`src/rtl/zpbit_pkg.sv`:
```
package zpbit_pkg;

    localparam int BYTE_W = 8;
    localparam int IDX_W  = $clog2(BYTE_W);

    localparam logic [3:0] NIB_MODIFY = 4'h7;
    localparam logic [3:0] NIB_TEST   = 4'hF;

    typedef enum logic [2:0] {
        ST_IDLE,
        ST_OPCODE,
        ST_DECODE,
        ST_ZPADDR,
        ST_WRITE,
        ST_BRANCH
    } zpb_state_e;

    typedef struct packed {
        logic              legal;
        logic              is_test;
        logic              polarity;
        logic [IDX_W-1:0]  idx;
    } zpb_dec_t;

endpackage

```
`src/rtl/zpbit_decode.sv`:
```
module zpbit_decode
    import zpbit_pkg::*;
(
    input  logic [BYTE_W-1:0] opcode,
    output zpb_dec_t          dec
);
    logic [3:0] low_nib;

    assign low_nib = opcode[3:0];

    always_comb begin
        dec.legal    = (low_nib == NIB_MODIFY) || (low_nib == NIB_TEST);
        dec.is_test  = (low_nib == NIB_TEST);
        dec.polarity = opcode[BYTE_W-1];
        dec.idx      = opcode[BYTE_W-2 -: IDX_W];
    end
endmodule

```
`src/rtl/zpbit_bitop.sv`:
```
module zpbit_bitop
    import zpbit_pkg::*;
(
    input  logic [BYTE_W-1:0] rdata,
    input  logic [IDX_W-1:0]  idx,
    input  logic              polarity,
    output logic [BYTE_W-1:0] wdata,
    output logic              bit_val
);
    for (genvar g = 0; g < BYTE_W; g++) begin : g_lane
        assign wdata[g] = (idx == IDX_W'(g)) ? polarity : rdata[g];
    end

    assign bit_val = rdata[idx];
endmodule

```
`src/rtl/zpbit_target.sv`:
```
module zpbit_target
    import zpbit_pkg::*;
#(
    parameter int ADDR_W = 16
) (
    input  logic [ADDR_W-1:0] pc,
    input  logic [BYTE_W-1:0] disp,
    input  logic              taken,
    output logic [ADDR_W-1:0] next_pc
);
    localparam int EXT_W = ADDR_W - BYTE_W;

    logic [ADDR_W-1:0] seq_pc;
    logic [ADDR_W-1:0] offset;

    assign seq_pc  = pc + ADDR_W'(3);
    assign offset  = {{EXT_W{disp[BYTE_W-1]}}, disp};
    assign next_pc = taken ? (seq_pc + offset) : seq_pc;
endmodule

```
`src/rtl/zpbit_unit.sv`:
```
module zpbit_unit
    import zpbit_pkg::*;
#(
    parameter int                ADDR_W   = 16,
    parameter logic [ADDR_W-1:0] RESET_PC = 16'h0200
) (
    input  logic              clk,
    input  logic              rst_n,
    input  logic              start,
    output logic              fetch_rd,
    output logic [ADDR_W-1:0] fetch_addr,
    input  logic [BYTE_W-1:0] fetch_data,
    output logic              mem_rd,
    output logic              mem_wr,
    output logic [ADDR_W-1:0] mem_addr,
    output logic [BYTE_W-1:0] mem_wdata,
    input  logic [BYTE_W-1:0] mem_rdata,
    output logic [ADDR_W-1:0] pc,
    output logic              busy,
    output logic              done,
    output logic              illegal
);
    localparam int HI_W = ADDR_W - BYTE_W;

    zpb_state_e        state_q, state_d;
    zpb_dec_t          dec_now, dec_q;
    logic [BYTE_W-1:0] zp_q;
    logic [ADDR_W-1:0] pc_q, pc_d;
    logic [ADDR_W-1:0] br_target;
    logic [BYTE_W-1:0] mod_byte;
    logic              sel_bit;
    logic              taken;

    zpbit_decode u_decode (
        .opcode (fetch_data),
        .dec    (dec_now)
    );

    zpbit_bitop u_bitop (
        .rdata    (mem_rdata),
        .idx      (dec_q.idx),
        .polarity (dec_q.polarity),
        .wdata    (mod_byte),
        .bit_val  (sel_bit)
    );

    assign taken = (sel_bit == dec_q.polarity);

    zpbit_target #(.ADDR_W(ADDR_W)) u_target (
        .pc      (pc_q),
        .disp    (fetch_data),
        .taken   (taken),
        .next_pc (br_target)
    );

    // State register
    always_ff @(posedge clk) begin
        if (!rst_n) begin
            state_q <= ST_IDLE;
        end else begin
            state_q <= state_d;
        end
    end

    // Next-state logic
    always_comb begin
        state_d = state_q;
        unique case (state_q)
            ST_IDLE:   if (start) state_d = ST_OPCODE;
            ST_OPCODE: state_d = ST_DECODE;
            ST_DECODE: state_d = dec_now.legal ? ST_ZPADDR : ST_IDLE;
            ST_ZPADDR: state_d = dec_q.is_test ? ST_BRANCH : ST_WRITE;
            ST_WRITE:  state_d = ST_IDLE;
            ST_BRANCH: state_d = ST_IDLE;
            default:   state_d = ST_IDLE;
        endcase
    end

    // Outputs
    always_comb begin
        fetch_rd   = 1'b0;
        fetch_addr = pc_q;
        mem_rd     = 1'b0;
        mem_wr     = 1'b0;
        mem_addr   = {{HI_W{1'b0}}, zp_q};
        mem_wdata  = mod_byte;
        busy       = 1'b1;
        done       = 1'b0;
        illegal    = 1'b0;
        pc_d       = pc_q;
        unique case (state_q)
            ST_IDLE: begin
                busy = 1'b0;
            end
            ST_OPCODE: begin
                fetch_rd   = 1'b1;
                fetch_addr = pc_q;
            end
            ST_DECODE: begin
                if (dec_now.legal) begin
                    fetch_rd   = 1'b1;
                    fetch_addr = pc_q + ADDR_W'(1);
                end else begin
                    done    = 1'b1;
                    illegal = 1'b1;
                end
            end
            ST_ZPADDR: begin
                mem_rd   = 1'b1;
                mem_addr = {{HI_W{1'b0}}, fetch_data};
                if (dec_q.is_test) begin
                    fetch_rd   = 1'b1;
                    fetch_addr = pc_q + ADDR_W'(2);
                end
            end
            ST_WRITE: begin
                mem_wr = 1'b1;
                done   = 1'b1;
                pc_d   = pc_q + ADDR_W'(2);
            end
            ST_BRANCH: begin
                done = 1'b1;
                pc_d = br_target;
            end
            default: begin
                busy = 1'b0;
            end
        endcase
    end

    // Datapath registers
    always_ff @(posedge clk) begin
        if (!rst_n) begin
            pc_q  <= RESET_PC;
            dec_q <= '0;
            zp_q  <= '0;
        end else begin
            pc_q <= pc_d;
            if (state_q == ST_DECODE) dec_q <= dec_now;
            if (state_q == ST_ZPADDR) zp_q  <= fetch_data;
        end
    end

    assign pc = pc_q;
endmodule

```
`config.mk`:
```
export PLATFORM = sky130hd
export DESIGN_NAME = zpbit_unit
export DESIGN_NICKNAME = d
export VERILOG_FILES = /design/src/rtl/zpbit_pkg.sv /design/src/rtl/zpbit_decode.sv /design/src/rtl/zpbit_bitop.sv /design/src/rtl/zpbit_target.sv /design/src/rtl/zpbit_unit.sv
export SDC_FILE = /design/constraint.sdc
export NUM_CORES = 1
export LEC_CHECK = 0
export ABC_AREA = 1
export CAP_MARGIN = 10
export CORE_UTILIZATION = 36
export CTS_BUF_LIST = sky130_fd_sc_hd__clkbuf_4
export CTS_CLUSTER_SIZE = 24
export DETAILED_ROUTE_END_ITERATION = 6
export DONT_BUFFER_PORTS = 1
export GPL_TIMING_DRIVEN = 0
export SYNTH_ARGS = -nofsm -noshare
export SYNTH_HDL_FRONTEND = slang
export SYNTH_HIERARCHICAL = 1
export SYNTH_SLANG_ARGS = --single-unit
```
`constraint.sdc`:
```
create_clock -name clk -period 6.7 [get_ports clk]
set_input_delay 0.67 -clock clk [delete_from_list [all_inputs] [get_ports clk]]
set_output_delay 0.67 -clock clk [all_outputs]
set_load 0.05 [all_outputs]
```
# ---- Yosys cells after proc, flatten, opt, wreduce, memory -nomap -nowiden
# Cells that the tools add are included.
dict set report classes {
  add_sub_neg 4
  n_lt_le_gt_ge 1
  n_eq_ne 16
  muxes 29
  reduce_logical 6
}
# operator count
set ops {}
lappend ops {{case mux 16 bit (2 select lines)} 2}
lappend ops {{two-way mux 16 bit} 3}
lappend ops {{adder 16 x 2 -> 16 bit (second input constant)} 2}
lappend ops {{equality test 3 bit (second input constant)} 6}
lappend ops {{two-way mux 1 bit} 17}
lappend ops {{adder 16 x 1 -> 16 bit (second input constant)} 1}
lappend ops {{adder 16 bit} 1}
lappend ops {{equality test 3 x 2 -> 1 bit (second input constant)} 4}
lappend ops {{case mux 3 bit (4 select lines)} 1}
lappend ops {{two-way mux 8 bit} 1}
lappend ops {{equality test 3 x 1 -> 1 bit (second input constant)} 2}
lappend ops {{logical NOT 3 bit} 2}
lappend ops {{OR reduction 5 bit} 1}
lappend ops {{equality test 4 x 3 -> 1 bit (second input constant)} 1}
lappend ops {{equality test 4 bit (second input constant)} 1}
lappend ops {{< comparator 3 x 4 -> 1 bit (second input constant)} 1}
lappend ops {{binary-select mux 1 bit (select 3 bit)} 1}
lappend ops {{two-way mux 3 bit} 1}
lappend ops {{case mux 1 bit (3 select lines)} 1}
lappend ops {{two-way mux 2 bit} 1}
lappend ops {{!= test 2 bit (second input constant)} 1}
lappend ops {{case mux 1 bit (2 select lines)} 1}
lappend ops {{nonzero test 2 bit} 1}
lappend ops {{OR reduction 2 bit} 1}
lappend ops {{other kinds (2)} 2}
dict set report totals {
  register_bits 32
  out_inout_bits 62
}

# ---- Logic depth before layout (Yosys ltp)
dict set report depth {
  ltp_word 5
  depth_mapped 27
  ltp_nobuf 27
}

# ---- By module
# The synthesis kept the hierarchy.
# module n_inst cells_per_inst area_per_inst_um2
set by_module_without_submodules {}
lappend by_module_without_submodules {zpbit_unit 1 381 2332.2}
lappend by_module_without_submodules {zpbit_target 1 257 1402.6}
lappend by_module_without_submodules {zpbit_bitop 1 52 232.7}
lappend by_module_without_submodules {zpbit_decode 1 9 48.8}

# ---- Worst setup path after synthesis
# OpenSTA, ideal clock, no wires.
dict set report synth_timing {
  path_kind {reg-to-reg}
  start {reg pc_q[0], in the netlist pc[0]}
  end {reg pc_q[15], in the netlist pc[15]}
  setup_ns 0.132
  arrival_time_ns 2.983
  t_required_ns 6.568
  slack_ns 3.584
  stages_incl_launch_ff 24
  cell_sequence {dfxtp_1 -> inv_1 -> ha_1 -> nor2_2 -> nand2_2 -> inv_2 -> nand2_2 -> nor2_4 -> nand3b_2 -> xnor2_2 -> ha_1 -> a21o_1 -> nor2_1 -> nand2_1 -> a21oi_1 -> inv_1 -> nand2_1 -> nand2_1 -> nand2_1 -> nand2_1 -> nand2_1 -> o21ai_0 -> inv_1 -> a21oi_1}
}
dict set report synth_between {
  elab_chain_len 4
}
# item line_no
set synth_lines {}
lappend synth_lines {{start, declared} zpbit_unit.sv:28} ;# logic [ADDR_W-1:0] pc_q, pc_d;
lappend synth_lines {{start signal, assigned} zpbit_unit.sv:138} ;# pc_q <= pc_d;
lappend synth_lines {{adder 16 x 2 -> 16 bit *} zpbit_target.sv:16} ;# assign seq_pc = pc + ADDR_W'(3);
lappend synth_lines {{adder 16 bit} zpbit_target.sv:18} ;# assign next_pc = taken ? (seq_pc + offset) : seq_pc;
lappend synth_lines {{two-way mux 16 bit *} zpbit_target.sv:18}
lappend synth_lines {{net br_target[15]} zpbit_unit.sv:29} ;# logic [ADDR_W-1:0] br_target;
lappend synth_lines {{case mux 16 bit (2 select lines) *} zpbit_unit.sv:91} ;# unique case (state_q)
# Mark *: on every way through the listed nets, which the timed path passes. The rest lies on a longest branch.
# A chain may end at the register's enable or synchronous reset.

# ---- Worst setup path after layout
# Ends and elaborated chain as after synthesis.

==> out/results.tsv <==
metric	value	unit
status	finished clean	
dieWidth	107.6	µm
dp.cells	850	
hold_violations	0	
clock_latency	0.38	ns
clk_pin_slew	0.12	ns
hp-class	input pin to flop	
startpoint_type	flop	
worstPathRequired	6.93	ns
timing.final.crit_share	0.5601	
port_buffers	0	
slew_headroom	0.2089	
maxCapViolations	0	
setup_tns	0	ns
vias	4397	
cts-root-buf	clkbuf_4	
final_cells	858	
grt_max_degree	15	
drive_above_1_share	0.1072	
crit_top_cell	nand2_1	
synthCells	699	
syn-cell-area	0.004016	mm²
worstPathCellList	inv_1 -> ha_1 -> nor2_2 -> nand2_2 -> inv_2 -> nand2_2 -> nor2_4 -> nand3b_2 -> xnor2_2 -> ha_1 -> a21o_1 -> nor2_1 -> nand2_1 -> a21oi_1 -> inv_1 -> nand2_1 -> nand2_1 -> nand2_1 -> nand2_1 -> nand2_1 -> o21ai_0 -> inv_1 -> a21oi_1	
holdBufCountCts	0	
track_usage	0.2299	
gp_congestion	0.9010	
die-area	0.01158	mm²
die_h	107.6	µm
fmax	266.5	MHz
ir_drop	0.08254	mV
setup-violations-final	0	
finClkSkew	0.02295	ns
synth_edf_count	0	
async_flop_share	0	
dp_hpwl	10360	µm
cts_post_setup_buffers_inserted	0	
setup.worst_path.class	flop to flop	
core	0.01084	mm²
drcViolationCount	0	
p_leak	2.121	nW
critical_path.max_stage_delay	0.86	ns
power	0.0005238	W
end_kind	flop	
cts_tree	done	
synth_seq_area_share	0.1595	
ios	81	
grt-ovfl-total	0	
yosysWarningCount	6	
ys_ff_latch	32	
fin_nets	758	
grt_pass1_wl	20940	µm
antenna_cells	0	
fin_crit	3.753	ns
drv_slew	0	
synthDistinctLibCells	40	
area_growth	7.290	%
grt_antenna_before_repair	0	
avgViaCountPerCell	5.125	
drt_wl_total	12930	µm
rsz0062_at_grt	false	
start_util	0.3705	
clk_path_buf_depth	2	
grt_pass1_vias	4260	
routedWlPerCell	15.07	µm
post-route-util	0.3975	
cp.arrival	3.99	ns
path_max_fanout	8	
cts_resized	0	
layout_commonest_cell	nand2_1	
ys.flop_type	dfxtp_1	
cts_max_level	2	
drt_pre_antenna_iters	6	
layout_common_cells	nand2_1, inv_1, nor2_1, nand3_1, o21ai_0	
crit_path_top_delay_cell	dfxtp_1	
power_density	121.6	mW/mm²
tightestPinTransition	1.181	ns
clkSinkCount	32	
drt_iter0_markers	285	
numCtsBuffers	5	
postRouteAntennaNets	0	
avgSynthCellArea	5.746	µm²
fp-row-count	38	
==> flip-flops by register name (all words and copies together), names as in the netlist <==
signal and cells:
pc 16, zp_q 8, dec_q 5, state_q 3
==> synthesized netlist by cell type, drive strengths merged (11+ instances only) <==
library cell,number,share of area
ha,21,0.065
buf,24,0.042
nand2,218,0.21
inv,101,0.096
nor2,75,0.088
o21ai,57,0.071
dfxtp,32,0.16
nand4,11,0.017
a21oi,32,0.040
nand3,61,0.079
xor2,13,0.030
==> path summary, 6_finish.rpt <==
path / from / to / slack [ns] / cells after the start
max: pc[0] / pc[15] / 2.95 / 23
min: start / state_q[0] / 0.46 / 2
max reg2reg: pc[0] / pc[15] / 2.95 / 23
min reg2reg: dec_q[1] / dec_q[1] / 0.55 / 2
==> per-stage QoR <==
stage / hold WS [ns] / instance area [µm²] / setup WS, ns
finish: 0.4562 / 4309 / 2.947
global route: 0.4603 / 4309 / 2.672
CTS: 0.4580 / 4309 / 2.975
detailed placement: 0.5246 / 4248 / 3.011
global placement: 0.5176 / 4218 / 3.080
floorplan: 0.5010 / 4043 / 3.584
==> worst max-delay path, delay by kind of cell (launching register included) <==
| family | cells | cell delay (ns) |
|---|---|---|
| fa+ha+maj | 2 | 0.64 |
| xor+xnor | 1 | 0.16 |
| simple gates | 12 | 1.00 |
| compound gates | 4 | 0.54 |
| buf+inv | 4 | 0.43 |
| flops | 1 | 0.86 |
==> cells by family (layout without fill, tap and decap cells) <==
family	after synthesis	count (layout)	share of synthesized area
XOR/XNOR	23	23	0.05390
flip-flops	32	32	0.1595
buffers and inverters	128	140	0.1402
AO/OA/AOI/OAI	112	112	0.1536
adder cells (fa/ha/maj)	22	22	0.07040
AND/OR/NAND/NOR	381	381	0.4215
other	1	8	0.0009337
==> per-layer routing <==
metal	share of wire	GRT usage	wire [µm]
met5	0	0	0
met4	0.031	0.09883	396
met3	0.054	0.03571	699
met2	0.48	0.3988	6170
met1	0.44	0.2793	5668
==> report_power, final <==
part / switching (W) / internal (W) / total [W] / leakage (nW)
registers: 0.00000895 / 0.000196 / 0.000205 / 0.259
clock network: 0.0000852 / 0.0000413 / 0.000126 / 0.0274
logic: 0.000142 / 0.0000495 / 0.000192 / 1.83
total: 0.000237 / 0.000287 / 0.000524 / 2.12
==> cell type report <==
class / instances / area, µm²
plain buffers: 27 / 178.9
well taps: 140 / 175.2
clock inverters: 3 / 23.77
inverters: 101 / 384.1
repair buffers: 4 / 30.03
fillers: 1191 / 6531
multi-input cells: 546 / 2839
clock buffers: 5 / 37.54
flip-flops and latches: 32 / 640.6
Note: power is estimated with default switching activity, not from simulation.
